<file path="src/rtl/vid_capture.sv">
module vid_capture #(
  parameter int CLK_PER_US   = 100,
  parameter int DGL_US       = 3,
  parameter int STRB_RISE_US = 6
) (
  input  logic       clk,
  input  logic       rst_n,
  input  logic       enable,
  input  logic       uvlo,
  input  logic       mode_sel,
  input  logic       vid_a,
  input  logic       vid_b,
  input  logic       vid_c,
  input  logic       vid_s,
  input  logic [3:0] startup_code,
  output logic [5:0] code_out,
  output logic       out_en,
  output logic       code_upd
);
  localparam int DGL_CNT  = CLK_PER_US * DGL_US;
  localparam int RISE_CNT = CLK_PER_US * STRB_RISE_US;
  localparam int CW       = $clog2(RISE_CNT + 1);
  localparam logic [CW-1:0] DGL_M1  = CW'(DGL_CNT - 1);
  localparam logic [CW-1:0] RISE_M1 = CW'(RISE_CNT - 1);

  logic [3:0] raw, s1, s2, lv, lvd, ev;
  logic [2:0] lo_q;
  logic       mode_q, armed;

  assign raw = {vid_s, vid_c, vid_b, vid_a};
  assign ev  = lv ^ lvd;

  wire hold = !enable || uvlo;
  wire held = hold || !armed;

  always_ff @(posedge clk or negedge rst_n)
    if (!rst_n) begin
      s1 <= '0;
      s2 <= '0;
    end else begin
      s1 <= raw;
      s2 <= s1;
    end

  for (genvar g = 0; g < 4; g++) begin : g_flt
    logic [CW-1:0] cnt;
    logic          lvl;
    wire  [CW-1:0] lim = (g == 3 && !mode_q && s2[g]) ? RISE_M1 : DGL_M1;

    always_ff @(posedge clk or negedge rst_n)
      if (!rst_n) begin
        cnt <= '0;
        lvl <= 1'b0;
      end else if (s2[g] == lvl) begin
        cnt <= '0;
      end else if (cnt == lim) begin
        lvl <= s2[g];
        cnt <= '0;
      end else begin
        cnt <= cnt + 1'b1;
      end

    assign lv[g] = lvl;
  end

  always_ff @(posedge clk or negedge rst_n)
    if (!rst_n) begin
      code_out <= '0;
      out_en   <= 1'b0;
      code_upd <= 1'b0;
      lo_q     <= '0;
      mode_q   <= 1'b0;
      armed    <= 1'b0;
      lvd      <= '0;
    end else begin
      lvd      <= lv;
      armed    <= 1'b1;
      out_en   <= !held;
      code_upd <= 1'b0;
      if (held) begin
        code_out <= {startup_code, 2'b11};
        lo_q     <= '0;
        mode_q   <= mode_sel;
      end else if (!mode_q) begin
        if (ev[3] && !lv[3]) lo_q <= lv[2:0];
        if (ev[3] && lv[3]) begin
          code_out <= {lv[2:0], lo_q};
          code_upd <= 1'b1;
        end
      end else if (|ev) begin
        code_out <= {lv, 2'b11};
        code_upd <= 1'b1;
      end
    end
endmodule


</file>
<file path="config.mk">
export PLATFORM = sky130hd
export DESIGN_NAME = vid_capture
export DESIGN_NICKNAME = d
export VERILOG_FILES = /design/src/rtl/vid_capture.sv
export SDC_FILE = /design/constraint.sdc
export NUM_CORES = 1
export LEC_CHECK = 0
export CAP_MARGIN = 15
export CORE_MARGIN = 2
export CORE_UTILIZATION = 35
export CTS_CLUSTER_SIZE = 12
export DETAILED_ROUTE_END_ITERATION = 16
export DONT_BUFFER_PORTS = 1
export GPL_TIMING_DRIVEN = 0
export MAX_ROUTING_LAYER = met4
export PLACE_DENSITY = 0.5
export SYNTH_ARGS = -nofsm -noshare
export SYNTH_HDL_FRONTEND = slang
export SYNTH_SLANG_ARGS = --single-unit
</file>
<file path="constraint.sdc">
create_clock -name clk -period 5.11 [get_ports clk]
set_clock_uncertainty 0.15 [all_clocks]
set_input_delay 1.022 -clock clk [delete_from_list [all_inputs] [get_ports clk]]
set_output_delay 1.022 -clock clk [all_outputs]
set_load 0.03 [all_outputs]
</file>
==> results of run 1 <==
==> power by group through the flow <==
stage                     Combinational (mW)  Sequential, mW  Clock, mW
after floorplan                       0.0960           0.620          0
after global placement                 0.117           0.628          0
after detailed placement               0.117           0.629          0
after CTS                              0.118           0.619      0.514
after global routing                   0.133           0.624      0.534
final                                  0.116           0.618      0.496
==> sequential cells by signal, indices dropped and copies added, names as in the netlist <==
register and flops:
g_flt.cnt 40, code_out 6, g_flt.lvl 4, lvd 4, s1 4, s2 4, lo_q 3, armed 1
code_upd 1, mode_q 1, out_en 1
==> cell usage after synthesis <==
library cell,number,area (µm²)
a21oi_1,1,5.000
a221o_1,4,40.04
a31o_2,1,8.760
and2_0,1,6.260
and2_1,1,6.260
and3_1,5,31.28
and3_2,1,7.510
buf_1,1,3.750
clkbuf_1,3,11.26
conb_1,1,3.750
dfrtp_1,69,1727
ha_1,6,75.07
inv_1,5,18.77
mux2_2,2,22.52
mux2_4,1,15.01
mux2i_1,7,70.07
nand2_1,20,75.07
nand2_2,1,6.260
nand2b_1,2,12.51
nand3_1,16,80.08
nand3b_1,3,22.52
nand4_1,7,43.79
nand4b_1,2,17.52
nor2_1,39,146.4
nor3_1,19,95.09
nor3b_1,1,7.510
nor4_1,3,18.77
nor4b_1,1,8.760
nor4bb_1,1,10.01
o22a_1,2,17.52
o31a_1,1,8.760
o31ai_2,1,12.51
o32ai_2,1,16.27
o41ai_2,1,16.27
or2_2,3,18.77
or4_1,1,7.510
or4b_4,1,13.76
xnor2_1,18,157.7
xor2_1,21,183.9
==> path summary, 6_finish.rpt <==
path | start | cells past startpoint | end
worst max-delay path | g_flt[3].lvl | 5 | code_out[4]
worst min-delay path | s1[1] | 0 | s2[1]
worst max register to register | g_flt[3].lvl | 5 | code_out[4]
worst min register to register | s1[1] | 0 | s2[1]
max in group asynchronous | rst_n | 0 | g_flt[1].cnt[4]
min in group asynchronous | rst_n | 0 | g_flt[3].cnt[4]
==> area by class of cell <==
type                       instances  area, µm²  share of cell area
sequential                        69       1727              0.5064
multi-input combinational        196       1289              0.3780
clock buffer                      11      141.4             0.04147
tap                              108      135.1             0.03963
clock inverter                     5      83.83             0.02459
inverter                           5      18.77            0.005505
buffer                             4      15.01            0.004404
==> cell families after synthesis <==
logic type               Yosys count
flip-flops                        69
other                              1
buffers and inverters              9
AO/OA/AOI/OAI                     12
XOR/XNOR                          39
multiplexers                      10
adder cells (fa/ha/maj)            6
AND/OR/NAND/NOR                  128
==> layer usage <==
metal,share of wire,wire (µm),vias up
li1,-,-,962
met2,0.47,2534,20
met4,0.022,116,0
met5,0,0,-
met3,0.035,185,10
met1,0.47,2522,943
==> worst register-to-register path, cell delays in order, from the launching register on <==
cell	delay, ns
dfrtp_1	0.47
ha_1	0.31
nand2_1	0.05
o41ai_2	0.60
nor3_1	0.16
a221o_1	0.30
==> through the flow <==
stage | total power [mW] | cells | setup WS, ns | cell area, µm²
after floorplan | 0.7157 | 274 | 2.860 | 3049
after global routing | 1.291 | 398 | 2.804 | 3410
after global placement | 0.7445 | 382 | 2.692 | 3184
final | 1.230 | 398 | 2.965 | 3410
after detailed placement | 0.7464 | 382 | 2.668 | 3184
after CTS | 1.251 | 398 | 2.939 | 3410
==> flow_metrics.env, run 1 <==
export IMPL_die_area_um2=9474
export IMPL_power_switching_share=0.2556
export IMPL_vias=1935
export IMPL_cts_sinks=69
export IMPL_synthMuxAreaShare=0.03529
export IMPL_drive_gt1_frac=0.09655
export IMPL_grtUsageTotal=0.1310
export IMPL_rsz0062_at_grt="no"
export IMPL_cts_root_to_sink_buffers=2
export IMPL_syn_num_nets=293
export IMPL_worstSetupPathType="reg2reg"
export IMPL_drv_max_cap_violation_count=0
export IMPL_first_global_vias=1976
export IMPL_clkPwrFrac=0.403
export IMPL_detail_route_iter0_violations=72
export IMPL_finalWeightedCongestion=0.7485
export IMPL_clk_root_buffer_cell="clkbuf_8"
export IMPL_grt_met3_usage=0.04676
export IMPL_worst_ir_drop_vdd_mv=0.1384
export IMPL_ff2ff_setup_slack_ns=2.97
export IMPL_synth_xor_xnor_area_share=0.1120
export IMPL_clk_pin_slew_ns=0.08
export IMPL_groute_layer_met1_usage=0.1545
export IMPL_path_cells="ha_1 -> nand2_1 -> o41ai_2 -> nor3_1 -> a221o_1"
export IMPL_post_cts_setup_buffers=0
export IMPL_port_buffer_count=0
export IMPL_critPathMaxFanout=7
export IMPL_p_leak_nw=1.483
export IMPL_cellPowerDensity_nw_per_um2=360.8
export IMPL_worstPathArrival_ns=2.22
export IMPL_number_of_antenna_violations_at_the_first_check_in_global_routing=0
export IMPL_critical_path_slowest_cell="o41ai_2"
export IMPL_grt_remaining_overflow=0
export IMPL_hold_ws_ns=0.2013
export IMPL_ioPinCount=21
export IMPL_dominant_combinational_cell_family_by_area_after_synthesis="simple AND/OR/NAND/NOR gates"
export IMPL_slew_violations=0
export IMPL_syn_cell_area_um2=3049
export IMPL_fmax_mhz=466.3
export IMPL_groute_layer_met2_usage=0.2030
export IMPL_postCtsResizedCells=0
export IMPL_antenna_cells_inserted=0
export IMPL_critPathCaptureType="flop"
export IMPL_clk_insertion_delay_late_ns=0.35
export IMPL_setup_viol=0
export IMPL_start_kind="flop"
export IMPL_final_cell_mix="dfrtp_1, nor2_1, xor2_1, nand2_1, nor3_1"
export IMPL_fin_setup_tns_ns=0
export IMPL_synth_seq_area_share=0.5663
export IMPL_internal_power_uw=915.6
export IMPL_status="finished clean"
export IMPL_clock_tree_from_tritoncts="yes"
export IMPL_synthesis_area_per_instance_um2=11.13
export IMPL_drt_total_wl_um=5359
export IMPL_min_path_type="reg2reg"
export IMPL_worst_slew_pin_slew_ns=0.7749
export IMPL_layout_cells_most_common="dfrtp_1"
export IMPL_core_area_um2=8593
export IMPL_post_synth_and_or_nand_nor_area_fraction=0.2085
export IMPL_grt_busiest_layer="met2"
export IMPL_slew_headroom=0.4803
export IMPL_period_share=0.4197
export IMPL_die_height_um=97.34
export IMPL_post_drt_wl_per_cell_um=13.46
export IMPL_netlist_cell_type_count=39
export IMPL_critical_path_n_buffers_inverters=0
export IMPL_final_hold_violation_count=0
export IMPL_avgViaCountPerCell=4.862
export IMPL_count_of_synthesis_stage_warnings_from_yosys=0
export IMPL_row_count=34
export IMPL_synth_adder_area_share=0.02462
export IMPL_finalNetCount=304
export IMPL_layout_filler_cells=845
export IMPL_remaining_drc_errors=0
export IMPL_drt_antenna_violating_nets=0
export IMPL_seq_power_share=0.503
export IMPL_power_switching_uw=314.5
export IMPL_post_synthesis_sequential_element_count=69
export IMPL_critical_path_top_delay_family="compound AO/OA/AOI/OAI gates"
export IMPL_fin_crit_ns=2.145
export IMPL_grt_start_max_net_pins=70
export IMPL_synthesis_instances=274
export IMPL_die_x_um=97.34
export IMPL_wire_length_of_the_first_global_routing_pass_um=9542
export IMPL_dp_final_hpwl_um=3483
export IMPL_area_growth_synth_to_final_pct=11.82
export IMPL_pwr_share_comb=0.094
export IMPL_ctsHoldBuffers=0
export IMPL_synth_compound_area_frac=0.04103
export IMPL_numCtsBuffers=9
export IMPL_critical_path_max_stage_delay_ns=0.60
export IMPL_drt_pre_antenna_iters=4
export IMPL_finalCoreUtilization=0.3968
export IMPL_cts_htree_levels=3
export IMPL_worst_ep_required_time_ns=5.19
export IMPL_initial_utilization=0.3548
Power figures use the tool's default switching activity.
==> run 2: changes to the inputs <==
Clock period 5.11 ns to 2 ns, I/O delays scaled along.
==> run 2 against run 1 <==
Against the previous run: the flow now finishes with violations (hold timing); via count up 2.7%; critical path depth is 2 lower; clock power rose to 2.6 times the previous value; critical path type unchanged; maximum frequency up 7.9%.
==> flow_metrics.env, run 2 (synthesis results as in run 1) <==
export IMPL_worstSetupPathType="reg2reg"
export IMPL_numPlacedInstances=382
export IMPL_worst_ir_drop_vdd_mv=0.3606
export IMPL_antenna_cells_inserted=0
export IMPL_die_area_um2=9474
export IMPL_clk_pin_slew_ns=0.08
export IMPL_avgViaCountPerCell=4.835
export IMPL_cellPowerDensity_nw_per_um2=915.5
export IMPL_vias=1987
export IMPL_hold_ws_ns=-0.4061
export IMPL_row_count=34
export IMPL_dp_final_hpwl_um=3483
export IMPL_cts_htree_levels=3
export IMPL_status="finished, violations left"
export IMPL_grt_remaining_overflow=0
export IMPL_p_leak_nw=1.548
export IMPL_clk_root_buffer_cell="clkbuf_8"
export IMPL_final_area_um2=3551
export IMPL_rsz0062_at_grt="yes"
export IMPL_numCtsBuffers=9
export IMPL_detail_route_iter0_violations=78
export IMPL_ioPinCount=21
export IMPL_finalNetCount=317
export IMPL_critPathCaptureType="flop"
export IMPL_first_global_vias=2032
export IMPL_die_height_um=97.34
export IMPL_worstPathArrival_ns=2.07
export IMPL_ctsHoldBuffers=4
export IMPL_port_buffer_count=0
export IMPL_drt_pre_antenna_iters=4
export IMPL_worst_ep_required_time_ns=2.08
export IMPL_metal3_wl_um=188
export IMPL_final_hold_violation_count=69
export IMPL_number_of_antenna_violations_at_the_first_check_in_global_routing=0
export IMPL_slew_violations=0
export IMPL_layout_cells_non_filler=411
export IMPL_max_flop_register="g_flt.cnt"
export IMPL_start_kind="flop"
export IMPL_remaining_drc_errors=0
export IMPL_drt_antenna_violating_nets=0
export IMPL_final_cell_mix="dfrtp_1, nor2_1, xor2_1, nand2_1, nor3_1"
export IMPL_routedLengthMet1_um=2585
export IMPL_grtUsageTotal=0.1352
export IMPL_placed_area_um2=3184
export IMPL_fmax_mhz=503.0
export IMPL_drive_gt1_frac=0.1287
export IMPL_min_path_type="in2async"
export IMPL_layout_cells_most_common="dfrtp_1"
export IMPL_clk_insertion_delay_late_ns=0.35
export IMPL_drv_max_cap_violation_count=0
export IMPL_area_growth_synth_to_final_pct=16.45
export IMPL_grt_start_max_net_pins=70
export IMPL_critPathMaxFanout=3
export IMPL_routed_wire_length_on_met2_um=2703
export IMPL_fin_crit_ns=1.988
export IMPL_cts_sinks=69
export IMPL_topRoutingLayerUsed="met4"
export IMPL_finalCoreUtilization=0.4132
export IMPL_cts_root_to_sink_buffers=2
export IMPL_period_share=0.9941
export IMPL_drt_total_wl_um=5604
export IMPL_clock_tree_from_tritoncts="yes"
export IMPL_initial_utilization=0.3548
export IMPL_die_x_um=97.34
export IMPL_largest_register_ffs=40
export IMPL_core_area_um2=8593
export IMPL_wire_length_of_the_first_global_routing_pass_um=9839
export IMPL_post_drt_wl_per_cell_um=13.64
export IMPL_finalWeightedCongestion=0.7485
export IMPL_violations="hold timing"
export IMPL_setup_viol=0
export IMPL_biggest_regs="g_flt.cnt x40, code_out x6"
-- run 2: path summary, 6_finish.rpt --
check	startpoint	endpoint	slack [ns]	cells after the start
worst max-delay path	g_flt[2].cnt[6]	g_flt[2].lvl	0.01	3
worst min-delay path	rst_n	g_flt[2].cnt[4]	-0.41	0
worst max register to register	g_flt[2].cnt[6]	g_flt[2].lvl	0.01	3
worst min register to register	s1[1]	s2[1]	0.20	0
max in group asynchronous	rst_n	g_flt[3].lvl	1.98	0
min in group clk	mode_sel	mode_q	0.02	2
-- run 2: layout make-up --
type	count	area [µm²]
fill	833	5042
sequential	69	1728
multi-input combinational	196	1321
clock buffer	11	141.4
tap	108	135.1
timing repair buffer	13	107.6
clock inverter	5	83.83
inverter	5	18.77
buffer	4	15.01
-- run 2: critical path: stages (launching register included) --
cell	delay, ns
dfrtp_1	0.38
or4_1	0.51
or4b_4	0.52
mux2_4	0.31
-- run 2: through the flow --
| step | hold slack, ns | TNS, ns | total power, mW | worst slack [ns] |
|---|---|---|---|---|
| 5_1_grt | -0.4343 | -0.01636 | 3.404 | -0.01201 |
| 3_5_place_dp | -0.04391 | -1.788 | 1.907 | -0.1613 |
| 4_1_cts | -0.4345 | 0 | 3.234 | 0.005923 |
| 6_report | -0.4061 | 0 | 3.251 | 0.01177 |
| 2_1_floorplan | -0.04559 | 0 | 1.829 | 0.02235 |
| 3_3_place_gp | -0.04398 | -1.557 | 1.902 | -0.1299 |
-- run 2: per-layer routing --
layer | vias to the layer above | GRT usage
li1 | 990 | -
met1 | 964 | 0.1592
met2 | 20 | 0.2126
met4 | 0 | 0.05769
met5 | - | -
met3 | 13 | 0.04604
-- run 2: power by group --
part	switching (mW)	total [mW]	internal, mW
Combinational	0.216	0.411	0.195
Sequential	0.0971	1.57	1.48
Clock	0.528	1.27	0.738
Total	0.842	3.25	2.41
-- run 2: timing repair --
action | CTS | global route
gates resized for setup | 3 | 2
hold endpoints to repair | 73 | 69
buffers inserted | 2 | 7
pin swaps | 1 | 3
setup endpoints to repair | 17 | 20
